===== config.mk =====
export PLATFORM = sky130hd
export DESIGN_NAME = byte_alu
export DESIGN_NICKNAME = d
export VERILOG_FILES = /design/src/rtl/byte_alu_pkg.sv /design/src/rtl/byte_alu_arith.sv /design/src/rtl/byte_alu_logic.sv /design/src/rtl/byte_alu_shift.sv /design/src/rtl/byte_alu.sv
export SDC_FILE = /design/constraint.sdc
export NUM_CORES = 1
export LEC_CHECK = 0
export BUFFER_PORTS_ARGS = -buffer_cell sky130_fd_sc_hd__buf_2
export CAP_MARGIN = 40
export CORE_UTILIZATION = 60
export CTS_CLUSTER_DIAMETER = 30
export DETAILED_ROUTE_END_ITERATION = 6
export PLACE_DENSITY = 0.81
export SYNTH_ARGS = -nofsm -noshare
export SYNTH_HDL_FRONTEND = slang
export SYNTH_HIERARCHICAL = 1
export SYNTH_SLANG_ARGS = --single-unit

===== constraint.sdc =====
create_clock -name clk -period 7.3 [get_ports clk]
set_input_delay 1.46 -clock clk [delete_from_list [all_inputs] [get_ports clk]]
set_output_delay 1.46 -clock clk [all_outputs]
set_load 0.02 [all_outputs]

===== src/rtl/byte_alu_pkg.sv =====
// Package: shared operation codes, flag bit positions and per-operation
// flag-write masks for the arithmetic, logic and shift unit.
// Assumes the flag vector ordering H S V N Z C from bit 5 down to bit 0.
package byte_alu_pkg;

    localparam int OP_W   = 5;
    localparam int FLAG_W = 6;

    localparam int FL_C = 0;
    localparam int FL_Z = 1;
    localparam int FL_N = 2;
    localparam int FL_V = 3;
    localparam int FL_S = 4;
    localparam int FL_H = 5;

    typedef enum logic [OP_W-1:0] {
        OP_ADD  = 5'd0,
        OP_ADC  = 5'd1,
        OP_SUB  = 5'd2,
        OP_SBC  = 5'd3,
        OP_INC  = 5'd4,
        OP_DEC  = 5'd5,
        OP_NEG  = 5'd6,
        OP_AND  = 5'd7,
        OP_OR   = 5'd8,
        OP_XOR  = 5'd9,
        OP_COM  = 5'd10,
        OP_LSL  = 5'd11,
        OP_LSR  = 5'd12,
        OP_ASR  = 5'd13,
        OP_ROL  = 5'd14,
        OP_ROR  = 5'd15,
        OP_SWAP = 5'd16
    } alu_op_e;

    typedef enum logic [1:0] {
        CLS_ARITH,
        CLS_LOGIC,
        CLS_SHIFT,
        CLS_PASS
    } alu_cls_e;

    // Map an operation to the sub-unit that produces its result.
    function automatic alu_cls_e op_class(alu_op_e op);
        alu_cls_e cls;
        case (op)
            OP_ADD, OP_ADC, OP_SUB, OP_SBC,
            OP_INC, OP_DEC, OP_NEG:          cls = CLS_ARITH;
            OP_AND, OP_OR, OP_XOR, OP_COM:   cls = CLS_LOGIC;
            OP_LSL, OP_LSR, OP_ASR,
            OP_ROL, OP_ROR:                  cls = CLS_SHIFT;
            default:                         cls = CLS_PASS;
        endcase
        return cls;
    endfunction

    // Return the set of flags an operation is allowed to write.
    function automatic logic [FLAG_W-1:0] flag_mask(alu_op_e op);
        logic [FLAG_W-1:0] m;
        case (op)
            OP_ADD, OP_ADC, OP_SUB, OP_SBC,
            OP_NEG, OP_LSL, OP_ROL:          m = 6'b111111;
            OP_INC, OP_DEC,
            OP_AND, OP_OR, OP_XOR:           m = 6'b011110;
            OP_COM, OP_LSR, OP_ASR, OP_ROR:  m = 6'b011111;
            default:                         m = 6'b000000;
        endcase
        return m;
    endfunction

endpackage


===== src/rtl/byte_alu_arith.sv =====
// Adder/subtractor slice: add, add with carry, subtract, subtract with
// borrow, increment, decrement and negate on one shared adder.
// Assumes WIDTH is even; half-carry is taken at the WIDTH/2 boundary.
// Carry and half-carry outputs are in borrow sense for subtracting ops.
module byte_alu_arith
    import byte_alu_pkg::*;
#(
    parameter int WIDTH = 8
) (
    input  alu_op_e            op,
    input  logic [WIDTH-1:0]   dst,
    input  logic [WIDTH-1:0]   src,
    input  logic               cin,
    output logic [WIDTH-1:0]   res,
    output logic               half_out,
    output logic               carry_out,
    output logic               ovf_out
);

    localparam int HALF = WIDTH / 2;
    localparam logic [WIDTH-1:0] ONE = {{(WIDTH-1){1'b0}}, 1'b1};

    logic               is_sub;
    logic               use_cin;
    logic [WIDTH-1:0]   opa;
    logic [WIDTH-1:0]   opb;
    logic [WIDTH-1:0]   opb_eff;
    logic               cin_eff;
    logic [WIDTH:0]     full_sum;
    logic [HALF:0]      low_sum;

    // Select adder operands and the effective carry-in for the operation.
    always_comb begin
        is_sub  = (op == OP_SUB) || (op == OP_SBC) || (op == OP_DEC) || (op == OP_NEG);
        use_cin = (op == OP_ADC) || (op == OP_SBC);
        opa     = (op == OP_NEG) ? '0 : dst;
        case (op)
            OP_INC, OP_DEC: opb = ONE;
            OP_NEG:         opb = dst;
            default:        opb = src;
        endcase
        opb_eff = is_sub ? ~opb : opb;
        cin_eff = is_sub ? ~(use_cin & cin) : (use_cin & cin);
    end

    // Full-width and lower-half additions with carry/borrow extraction.
    always_comb begin
        full_sum  = {1'b0, opa} + {1'b0, opb_eff} + {{WIDTH{1'b0}}, cin_eff};
        low_sum   = {1'b0, opa[HALF-1:0]} + {1'b0, opb_eff[HALF-1:0]}
                  + {{HALF{1'b0}}, cin_eff};
        res       = full_sum[WIDTH-1:0];
        carry_out = full_sum[WIDTH] ^ is_sub;
        half_out  = low_sum[HALF] ^ is_sub;
        ovf_out   = (opa[WIDTH-1] == opb_eff[WIDTH-1])
                 && (full_sum[WIDTH-1] != opa[WIDTH-1]);
    end

endmodule


===== src/rtl/byte_alu_logic.sv =====
// Bitwise slice: AND, OR, XOR, one's complement and half exchange.
// Any other code returns the destination operand unchanged.
// Assumes WIDTH is even so the two halves have equal size.
module byte_alu_logic
    import byte_alu_pkg::*;
#(
    parameter int WIDTH = 8
) (
    input  alu_op_e            op,
    input  logic [WIDTH-1:0]   dst,
    input  logic [WIDTH-1:0]   src,
    output logic [WIDTH-1:0]   res
);

    localparam int HALF = WIDTH / 2;

    logic [WIDTH-1:0] swapped;

    // Cross-wire each lower-half bit with its upper-half partner.
    for (genvar i = 0; i < HALF; i++) begin : g_swap
        assign swapped[i]        = dst[i+HALF];
        assign swapped[i+HALF]   = dst[i];
    end

    // Pick the bitwise result for the operation.
    always_comb begin
        case (op)
            OP_AND:  res = dst & src;
            OP_OR:   res = dst | src;
            OP_XOR:  res = dst ^ src;
            OP_COM:  res = ~dst;
            OP_SWAP: res = swapped;
            default: res = dst;
        endcase
    end

endmodule


===== src/rtl/byte_alu_shift.sv =====
// Shift slice: logical left/right, arithmetic right, and rotates through
// the carry flag. Reports the bit shifted out and the old top bit of the
// lower half (used as half-carry by left shifts).
// Assumes WIDTH is even and at least 2.
module byte_alu_shift
    import byte_alu_pkg::*;
#(
    parameter int WIDTH = 8
) (
    input  alu_op_e            op,
    input  logic [WIDTH-1:0]   dst,
    input  logic               cin,
    output logic [WIDTH-1:0]   res,
    output logic               carry_out,
    output logic               half_out
);

    localparam int HALF = WIDTH / 2;

    // Form the shifted value and the bit that leaves the operand.
    always_comb begin
        half_out = dst[HALF-1];
        case (op)
            OP_LSL: begin
                res       = {dst[WIDTH-2:0], 1'b0};
                carry_out = dst[WIDTH-1];
            end
            OP_ROL: begin
                res       = {dst[WIDTH-2:0], cin};
                carry_out = dst[WIDTH-1];
            end
            OP_LSR: begin
                res       = {1'b0, dst[WIDTH-1:1]};
                carry_out = dst[0];
            end
            OP_ASR: begin
                res       = {dst[WIDTH-1], dst[WIDTH-1:1]};
                carry_out = dst[0];
            end
            OP_ROR: begin
                res       = {cin, dst[WIDTH-1:1]};
                carry_out = dst[0];
            end
            default: begin
                res       = dst;
                carry_out = cin;
            end
        endcase
    end

endmodule


===== src/rtl/byte_alu.sv =====
// Top of the arithmetic, logic and shift unit. Decodes the operation,
// runs the three slices in parallel, forms N/Z/S/V, merges new flags with
// the incoming ones under a per-operation write mask, and registers the
// result one clock after in_valid. Reset is synchronous, active low.
// Assumes WIDTH is even; flags are ordered H S V N Z C (bit 5..0).
module byte_alu
    import byte_alu_pkg::*;
#(
    parameter int WIDTH = 8
) (
    input  logic                clk,
    input  logic                rst_n,
    input  logic                in_valid,
    input  logic [OP_W-1:0]     op,
    input  logic [WIDTH-1:0]    dst,
    input  logic [WIDTH-1:0]    src,
    input  logic [FLAG_W-1:0]   flags_in,
    output logic                out_valid,
    output logic [WIDTH-1:0]    result,
    output logic [FLAG_W-1:0]   flags_out
);

    alu_op_e            op_e;
    alu_cls_e           cls;
    logic               cin;

    logic [WIDTH-1:0]   ar_res;
    logic               ar_h;
    logic               ar_c;
    logic               ar_v;
    logic [WIDTH-1:0]   lg_res;
    logic [WIDTH-1:0]   sh_res;
    logic               sh_c;
    logic               sh_h;

    logic [WIDTH-1:0]   res_nx;
    logic               f_h;
    logic               f_c;
    logic               f_v;
    logic               f_n;
    logic               f_z;
    logic               f_s;
    logic [FLAG_W-1:0]  new_flags;
    logic [FLAG_W-1:0]  wmask;
    logic [FLAG_W-1:0]  flags_nx;

    assign op_e = alu_op_e'(op);
    assign cls  = op_class(op_e);
    assign cin  = flags_in[FL_C];

    byte_alu_arith #(.WIDTH(WIDTH)) arith_i (
        .op        (op_e),
        .dst       (dst),
        .src       (src),
        .cin       (cin),
        .res       (ar_res),
        .half_out  (ar_h),
        .carry_out (ar_c),
        .ovf_out   (ar_v)
    );

    byte_alu_logic #(.WIDTH(WIDTH)) logic_i (
        .op  (op_e),
        .dst (dst),
        .src (src),
        .res (lg_res)
    );

    byte_alu_shift #(.WIDTH(WIDTH)) shift_i (
        .op        (op_e),
        .dst       (dst),
        .cin       (cin),
        .res       (sh_res),
        .carry_out (sh_c),
        .half_out  (sh_h)
    );

    // Steer result, carry, half-carry and overflow from the active slice.
    always_comb begin
        case (cls)
            CLS_ARITH: begin
                res_nx = ar_res;
                f_c    = ar_c;
                f_h    = ar_h;
            end
            CLS_SHIFT: begin
                res_nx = sh_res;
                f_c    = sh_c;
                f_h    = sh_h;
            end
            default: begin
                res_nx = lg_res;
                f_c    = 1'b1;
                f_h    = 1'b0;
            end
        endcase
        f_n = res_nx[WIDTH-1];
        f_z = (res_nx == '0);
        case (cls)
            CLS_ARITH: f_v = ar_v;
            CLS_SHIFT: f_v = f_n ^ f_c;
            default:   f_v = 1'b0;
        endcase
        f_s = f_n ^ f_v;
    end

    // Merge freshly computed flags with the incoming ones under the mask.
    always_comb begin
        new_flags        = '0;
        new_flags[FL_H]  = f_h;
        new_flags[FL_S]  = f_s;
        new_flags[FL_V]  = f_v;
        new_flags[FL_N]  = f_n;
        new_flags[FL_Z]  = f_z;
        new_flags[FL_C]  = f_c;
        wmask            = flag_mask(op_e);
        flags_nx         = (new_flags & wmask) | (flags_in & ~wmask);
    end

    // Output register stage: load on in_valid, hold otherwise.
    always_ff @(posedge clk) begin
        if (!rst_n) begin
            out_valid <= 1'b0;
            result    <= '0;
            flags_out <= '0;
        end else begin
            out_valid <= in_valid;
            if (in_valid) begin
                result    <= res_nx;
                flags_out <= flags_nx;
            end
        end
    end

endmodule


* Word-level counts from Yosys, hierarchy flattened
Memories as Yosys holds them, arrays and structs flattened. Index checks and enable logic that the tools add are counted.
Cells by class: bitwise operators 15, multiplexer cells 13, reduce and logical (&&, ||, !) cells 10, add/sub/neg operators 4, equal/unequal tests 19
Operator list (count):
- $pmux 8 s5 | 2
- $eq 5x4->1 const B | 8
- $pmux 8 s2 | 2
- $eq 5x3->1 const B | 4
- $mux 8 | 2
- $not 8->8 | 2
- $and 6x6->6 | 2
- $eq 5x2->1 const B | 2
- $add 8x8->9 | 1
- $add 9x1->9 | 1
- $and 8x8->8 | 1
- $logic_not 8->1 | 1
- $or 8x8->8 | 1
- $pmux 1 s2 | 4
- $xor 8x8->8 | 1
- $mux 6 | 1
- $not 6->6 | 1
- $or 6x6->6 | 1
- $add 4x4->5 | 1
- $add 5x1->5 | 1
- $eq 5x1->1 const B | 1
- $eq 5x5->1 const B | 1
- $logic_or 1x1->1 | 4
- $reduce_or 2->1 | 2
- 11 further kinds | 14
Word-level totals: memories kept 2, output and inout bits 15, word-level logic and storage cells 66, bits of input ports 30, memory bits (read-only) 64, bits in registers 15
Memories:
- (no name shown) | depth 16, width 2, read ports 1, clocked after memory_dff 0, write ports 0, line byte_alu_pkg.sv:60 | case (op)
- (no name shown) | depth 16, width 2, read ports 1, clocked after memory_dff 0, write ports 0, line byte_alu_pkg.sv:46 | case (op)

* Logic depth before layout (Yosys ltp)
Gate-level depths: netlist (run 1).
word-level depth 14, gate-level depth with buffers 16, depth with buffers taken out 15

* Cells and area by module
Netlist (run 1), hierarchy kept.
By module, submodules not included:
- byte_alu | times used 1, cells each 111, area an instance 920.9 µm²
- byte_alu_logic | times used 1, cells each 89, area an instance 752.0 µm²
- byte_alu_arith | times used 1, cells each 82, area an instance 654.4 µm²
- byte_alu_shift | times used 1, cells each 51, area an instance 312.8 µm²

* Least setup slack after synthesis (run 1)
Ideal clock, no wire load.
path kind input to register, start point input op[3], end point register flags_out[4], buffers on the path 0, slack 3.072 ns, arrival 4.106 ns, required time 7.178 ns, stages on the path 14, cells stage by stage nor2_2 > nand3_1 > a2bb2oi_1 > xnor2_1 > fa_1 > a21o_1 > a21oi_1 > o31ai_2 > xor2_1 > a32o_1 > a21o_1 > a211oi_2 > o211ai_1 > o311a_1
Between the ends: elaborated cells between the ends (all ways) 50
RTL lines:
- from (decl) | line byte_alu.sv:14 | input logic [OP_W-1:0] op,
- $eq 5x3->1, or another cell as far along | line byte_alu_arith.sv:37 | case (op)
- $reduce_or 2->1 / $logic_or 1x1->1 (equally long branches) | line byte_alu_arith.sv:37, byte_alu_arith.sv:34
- $pmux 8 s2 / $logic_or 1x1->1 (equally long branches) | line byte_alu_arith.sv:37, byte_alu_arith.sv:34
- $not 8->8 / $logic_or 1x1->1 (equally long branches) | line byte_alu_arith.sv:42, byte_alu_arith.sv:34
- $mux 8 | line byte_alu_arith.sv:42 | opb_eff = is_sub ? ~opb : opb;
- $add 8x8->9 | line byte_alu_arith.sv:48 | full_sum = {1'b0, opa} + {1'b0, opb_eff} + {{WIDTH{1'b0}}, cin_eff};
- $add 9x1->9 (*) | line byte_alu_arith.sv:48
- named net ar_res[7] | line byte_alu.sv:27 | logic [WIDTH-1:0] ar_res;
- $pmux 8 s2 / $ne 1x1->1 (equally long branches) | line byte_alu.sv:80, byte_alu_arith.sv:55
- $xor 1x1->1 / $logic_and 1x1->1 (equally long branches) | line byte_alu.sv:101, byte_alu_arith.sv:55
- $pmux 1 s2 | line byte_alu.sv:99 | case (cls)
- $xor 1x1->1 (*) | line byte_alu.sv:104 | f_s = f_n ^ f_v;
- $and 6x6->6 (*) | line byte_alu.sv:117 | flags_nx = (new_flags & wmask) | (flags_in & ~wmask);
- $or 6x6->6 (*) | line byte_alu.sv:117
- to (signal assigned) | line byte_alu.sv:130 | flags_out <= flags_nx;
- to (decl) | line byte_alu.sv:20 | output logic [FLAG_W-1:0] flags_out
Mark *: on every way through the listed nets, which the timed path passes. The rest lies on a longest branch. A chain may end at the register's enable or synchronous reset.

* Worst setup path after layout (run 1)
start point input op[1], end point register flags_out[4]
The elaborated chain is that of the path after synthesis.

==> metrics.cfg, run 1 <==
[cts]
cts_tree = done
cts_buffers = 3
ctsResizeCount = 0
cts.reportedPaths.clkPinSlew_ns = 0.06
root_buffer = clkbuf_8
cts_setup_buffers = 0
clock_latency_ns = 0.24
clockBufferDepth = 2
cts_htree_levels = 1
cts.sinks = 15
postCtsHoldBufs = 0

[sta]
max_freq_mhz = 201
fin_setup_tns_ns = 0
rsz0062_at_grt = no
fin_crit_ns = 4.97
setup_viol = 0
slew_violations = 0
finalHoldViolations = 0
clock_skew_ns = 0
timing_worst_slew_pin_value_ns = 0.960
post-route-period-util_pct = 68.1
relSlewSlack_pct = 35.9

[final_layout]
nets = 417
layout-drive-gt1-share_pct = 20.5
diodes = 0
syn_to_final_growth_pct = 7.54
postLayoutCellArea_mm2 = 0.00284
nFillCells = 357

[floorplan]
boundaryPins = 45
start_util_pct = 64.2
die_h_um = 68.3
row_count = 23
dieArea_mm2 = 0.00467
coreArea_mm2 = 0.00412
die_width_um = 68.3

[global_route]
grt_pass1_vias = 2378
overflow = 0
grt.total_usage_pct = 31.5
grt_max_degree = 36
grt_antenna_before_repair = 0
grt_pass1_wl_um = 11200

[drt]
vias = 2704
dr_wl_met3_um = 513
drcViolationCount = 0
ant_nets = 0
wl_met1_um = 3010
highest_layer = met4
avgViaCountPerCell = 6.58
drt_iter0_markers = 310
dr.pass1.iters = 5
wl_met2_um = 3530
wire_per_inst_um = 17.4
drt_wl_total_um = 7150

[synthesis]
async_flop_share_pct = 0
netlist_area_mm2 = 0.00264
ys.flop_type = dfxtp_1
synth-seq-cells = 15
synth_fa_ha_area_share_pct = 12.4
synth_compound_area_share_pct = 28.8
yosys.area_share.simple_pct = 22.7
synth_top_family_by_area = compound AO/OA/AOI/OAI gates
syn_inst = 333
ys_types = 71
ys_seq_area_share_pct = 11.4
postSynthAreaPerCell_um2 = 7.93
synthMuxAreaShare_pct = 7.39
synth_fp_nets = 388
synth_edf_count = 0
synth_xor_xnor_area_share_pct = 7.54
ys.warnings.count = 6

[critical_path]
worst_path_max_delay_cell = buf_2
cpMostUsedCell = a21o_1
crit_path_end_kind = flip-flop
slowest_delay_ns = 0.52
crit_chain = buf_2 > nand4b_1 > a2bb2oi_1 > xnor2_1 > fa_1 > a21o_1 > a21oi_1 > o31ai_2 > xor2_1 > a32o_1 > a21o_1 > a211oi_2 > o211ai_1 > o311a_1
crit_arrival_ns = 5.11
critPathMaxFanout = 35
setup.worst_path.start_class = input port
critPathKind = in2reg
required_ns = 7.43

[place]
routabilityCongestion = 0.912
post_dp_cell_area_mm2 = 0.00279
io_buffers = 44
place_hpwl_um = 5450

[power]
p_int_uw = 205
p_leak_uw = 0.00130
p_clk_share_pct = 18.8
switching_share_pct = 42.5
power_density_mw_per_mm2 = 126
p_comb_share_pct = 55.4
power_switching_uw = 151
power_frac_seq_pct = 25.7
vdd_drop_max_uv = 71.3

[min_path]
hold_class = reg2reg

[status]
outcome = completed

[flow_run]
max_cap_viol_count = 0

metal layers:
metal	vias up	GRT usage [%]
met5	-	0
met4	0	8.07
met3	12	3.83
met2	128	56.5
met1	1256	39.3
li1	1308	-
cell families after synthesis:
family / count (synthesis)
compound gates: 101
mux: 17
simple gates: 100
fa+ha+maj: 25
xor+xnor: 21
flops: 15
buf+inv: 54
synth_stat cells (7+ instances only):
cell	number	share of area [%]
a22oi_1	7	2.0
inv_1	33	4.7
xor2_1	13	4.3
nand4_1	10	2.4
nor2_1	17	2.4
o21ai_0	13	2.5
and2_1	11	2.6
dfxtp_1	15	11
o211ai_1	7	2.0
a31oi_1	8	1.9
a21oi_1	19	3.6
ha_1	23	11
mux2i_1	9	3.4
a222oi_1	8	3.0
nand3_1	10	1.9
nand2_1	12	1.7
metrics by stage:
stage	utilization [%]	instances	hold WS, ns	worst slack, ns	total power (µW)
3_5_place_dp	67.9	407	0.475	2.12	288
6_report	69.0	411	0.480	2.33	357
5_1_grt	69.0	411	0.495	2.15	378
3_3_place_gp	67.9	407	0.472	2.25	283
4_1_cts	69.0	411	0.482	2.37	354
2_1_floorplan	-	333	0.558	3.07	232
area by class of cell:
class | instances | area, µm² | share of cell area (%)
multi-input cells | 264 | 2080 | 73.3
flip-flops and latches | 15 | 300 | 10.6
repair buffers | 44 | 220 | 7.76
inverters | 34 | 128 | 4.50
well taps | 50 | 62.6 | 2.20
clock buffers | 3 | 41.3 | 1.45
clock inverters | 1 | 5.00 | 0.176
registers in the layout (all words and copies together), names as in the netlist:
name and cells:
flags_out 6, out_valid 1, result 8
final timing paths:
| path | end | from | slack [ns] | depth (start not counted) |
|---|---|---|---|---|
| worst min-delay path | flags_out[0]$_SDFFE_PN0P_ | flags_out[0]$_SDFFE_PN0P_ | 0.48 | 2 |
| worst min register to register | flags_out[0]$_SDFFE_PN0P_ | flags_out[0]$_SDFFE_PN0P_ | 0.48 | 2 |
| worst max register to register | flags_out[4]$_SDFFE_PN0P_ | flags_out[4]$_SDFFE_PN0P_ | 6.39 | 4 |
| worst max-delay path | flags_out[4]$_SDFFE_PN0P_ | op[1] | 2.33 | 14 |
layout by cell type (no fill, tap or decap), drive strengths merged, types with 3 or more instances in the layout:
master and instances:
inv 33, a222oi 8, nand2 12, a22oi 7, xnor2 7, buf 44
nand2b 5, dfxtp 15, nand3b 3, a31oi 9, clkbuf 3, mux2i 9
nand4 10, mux2 8, a211oi 7, a21oi 19, o21ai 13, nand4b 4
and2 12, o211ai 7, nor3 3, a221oi 3, nor2b 5, nand3 10
ha 23, nor2 18, o32ai 4, a21o 6, and3 5, a221o 4
xor2 14
critical path, delay by kind of cell:
family                   cells  cell delay, ns
buffers and inverters        1            0.52
adder cells (fa/ha/maj)      1            0.43
AND/OR/NAND/NOR              1            0.48
AO/OA/AOI/OAI                9            1.87
XOR/XNOR                     2            0.35
power groups by stage:
stage	Clock [µW]	Combinational [µW]	Sequential, µW
after floorplan	0	130	102
after global placement	0	190	93.2
after detailed placement	0	194	93.5
after CTS	67.2	195	91.8
after global routing	70.5	215	92.5
final	67.2	198	91.8
No activity file was read; power rests on OpenSTA's default activity.
==> run 2: changes to the inputs <==
--- a/config.mk
+++ b/config.mk
@@ -7,10 +7,10 @@
 export LEC_CHECK = 0
 export BUFFER_PORTS_ARGS = -buffer_cell sky130_fd_sc_hd__buf_2
 export CAP_MARGIN = 40
-export CORE_UTILIZATION = 60
+export CORE_UTILIZATION = 52
 export CTS_CLUSTER_DIAMETER = 30
 export DETAILED_ROUTE_END_ITERATION = 6
-export PLACE_DENSITY = 0.81
+export PLACE_DENSITY = 0.75
 export SYNTH_ARGS = -nofsm -noshare
 export SYNTH_HDL_FRONTEND = slang
 export SYNTH_HIERARCHICAL = 1
==> constraint.sdc (replaced) <==
create_clock -name clk -period 4 [get_ports clk]
set_input_delay 0.8 -clock clk [delete_from_list [all_inputs] [get_ports clk]]
set_output_delay 0.8 -clock clk [all_outputs]
set_load 0.02 [all_outputs]
==> metrics.cfg, run 2 (synthesis results as in run 1) <==
[floorplan]
coreArea_mm2 = 0.00482  ; +17%
start_util_pct = 54.8  ; -9.3 points
boundaryPins = 45  ; unchanged
dieArea_mm2 = 0.00537  ; +15%
die_width_um = 73.3  ; +7.2%
die_h_um = 73.3  ; +7.2%
row_count = 25  ; +8.7%

[final_layout]
nets = 428  ; +2.6%
postLayoutCellArea_mm2 = 0.00294  ; +3.7%
final_cell_mix = buf_2, inv_1, ha_1
final-instance-count-excl-fill = 439  ; +6.8%
largestRegisters = result (8), flags_out (6), out_valid (1)
regMostFlops = result
layout-drive-gt1-share_pct = 22.8  ; +2.4 points
nFillCells = 482  ; +35%
final_common_cell = buf_2
syn_to_final_growth_pct = 11.5
diodes = 0  ; unchanged
largest_reg_flops = 8  ; unchanged

[critical_path]
required_ns = 4.15  ; -3.28 ns
crit_path_end_kind = flip-flop
crit_arrival_ns = 3.79  ; -1.32 ns
setup.worst_path.start_class = input port
critPathKind = in2reg
critPathMaxFanout = 7  ; -80%

[place]
place_hpwl_um = 5740  ; +5.2%
dp_cells = 435  ; +6.9%
io_buffers = 44  ; unchanged
routabilityCongestion = 0.920  ; +0.80%
post_dp_cell_area_mm2 = 0.00290  ; +3.7%

[global_route]
grt_pass1_wl_um = 12000  ; +7.1%
grt_pass1_vias = 2469  ; +3.8%
gr-usage-met1_pct = 37.8  ; -1.5 points
use_met2_pct = 47.3  ; -9.2 points
overflow = 0  ; unchanged
grt_antenna_before_repair = 0  ; unchanged
top_usage_layer = met2
grt.total_usage_pct = 28.9  ; -2.6 points
grt_max_degree = 27  ; -25%
grt_use_met3_pct = 6.31  ; +2.5 points

[flow_run]
max_cap_viol_count = 0  ; unchanged

[cts]
cts_buffers = 3  ; unchanged
root_buffer = clkbuf_8
clock_latency_ns = 0.26  ; +0.02 ns
ctsResizeCount = 0  ; unchanged
cts_htree_levels = 1  ; unchanged
cts_setup_buffers = 0  ; unchanged
postCtsHoldBufs = 0  ; unchanged
cts_tree = done
cts.sinks = 15  ; unchanged
cts.reportedPaths.clkPinSlew_ns = 0.06  ; about the same
clockBufferDepth = 2  ; unchanged

[drt]
drcViolationCount = 0  ; unchanged
drt_iter0_markers = 309  ; -0.32%
drt_wl_total_um = 7380  ; +3.1%
dr.pass1.iters = 6  ; +1
avgViaCountPerCell = 6.21  ; -5.6%
ant_nets = 0  ; unchanged
wire_per_inst_um = 16.8  ; -3.5%
vias = 2726  ; +0.81%

[power]
power_switching_uw = 278  ; +84%
p_comb_share_pct = 55.6  ; +0.2 points
power_frac_seq_pct = 25.3  ; -0.4 points
switching_share_pct = 42.1  ; -0.40 points
p_leak_uw = 0.00135  ; +4.0%
p_clk_share_pct = 19.1  ; +0.3 points
vdd_drop_max_uv = 154  ; +120%
p_int_uw = 383  ; +87%
power_density_mw_per_mm2 = 225  ; +79%
finalPower_uw = 661  ; +85%

[sta]
timing_worst_slew_pin_value_ns = 0.752  ; -0.208 ns
rsz0062_at_grt = no
relSlewSlack_pct = 49.2  ; +13 points
slew_violations = 0  ; unchanged
max_freq_mhz = 275
fin_crit_ns = 3.64
setup_viol = 0  ; unchanged
clock_skew_ns = 0  ; unchanged
post-route-period-util_pct = 91.0
fin_setup_tns_ns = 0  ; unchanged
finalHoldViolations = 0  ; unchanged
holdWs_ns = 0.482  ; +0.00199 ns

[min_path]
hold_class = reg2reg

[status]
outcome = completed

==> run 2: cell count changes in the layout (fill, tap and decap cells not counted), sizes merged <==
cell,before,now
buf,44,55
==> run 2: cell type report <==
class,instances,area [µm²],area share [%]
sequential,15,300,10.2
inverter,34,128,4.34
timing repair buffer,55,303,10.3
tap,67,83.8,2.85
clock buffer,3,41.3,1.40
clock inverter,1,5.00,0.170
multi-input combinational,264,2080,70.7
==> run 2: metrics by stage <==
step,setup WS [ns],util [%]
2_1_floorplan,0.432,-
3_3_place_gp,0.225,60.1
3_5_place_dp,0.0843,60.1
4_1_cts,0.352,61.1
5_1_grt,0.145,61.1
6_report,0.360,61.1
==> run 2: path summary, 6_finish.rpt <==
kind,start,endpoint,slack [ns],cells past startpoint
setup reg to reg,flags_out[4]$_SDFFE_PN0P_,flags_out[4]$_SDFFE_PN0P_,3.04,4
hold reg to reg,result[5]$_SDFFE_PN0P_,result[5]$_SDFFE_PN0P_,0.48,2
hold / removal,result[5]$_SDFFE_PN0P_,result[5]$_SDFFE_PN0P_,0.48,2
setup / recovery,op[3],flags_out[4]$_SDFFE_PN0P_,0.36,15
==> run 2: critical path: stages <==
cell and delay (ns):
buf_2 0.11, nor2_2 0.16, and4b_1 0.41, a22oi_1 0.16, xor2_1 0.16, ha_1 0.33
a21oi_1 0.24, o21a_1 0.16, o31ai_2 0.09, xor2_1 0.17, a32o_1 0.25, a21o_1 0.18
a211oi_2 0.27, o211ai_1 0.14, o311a_1 0.13
==> run 2: power by group through the flow <==
| stage | registers [µW] | clock network, µW | logic (µW) |
|---|---|---|---|
| finish | 167 | 126 | 367 |
| global route | 169 | 134 | 404 |
| CTS | 167 | 127 | 365 |
| detailed placement | 171 | 0 | 364 |
| global placement | 170 | 0 | 356 |
| floorplan | 186 | 0 | 238 |
==> run 2: metal layers <==
| metal | vias up | part of all wire [%] |
|---|---|---|
| met5 | - | 0 |
| met4 | 0 | 2.7 |
| met3 | 22 | 7.5 |
| met2 | 127 | 47 |
| met1 | 1249 | 43 |
| li1 | 1328 | - |
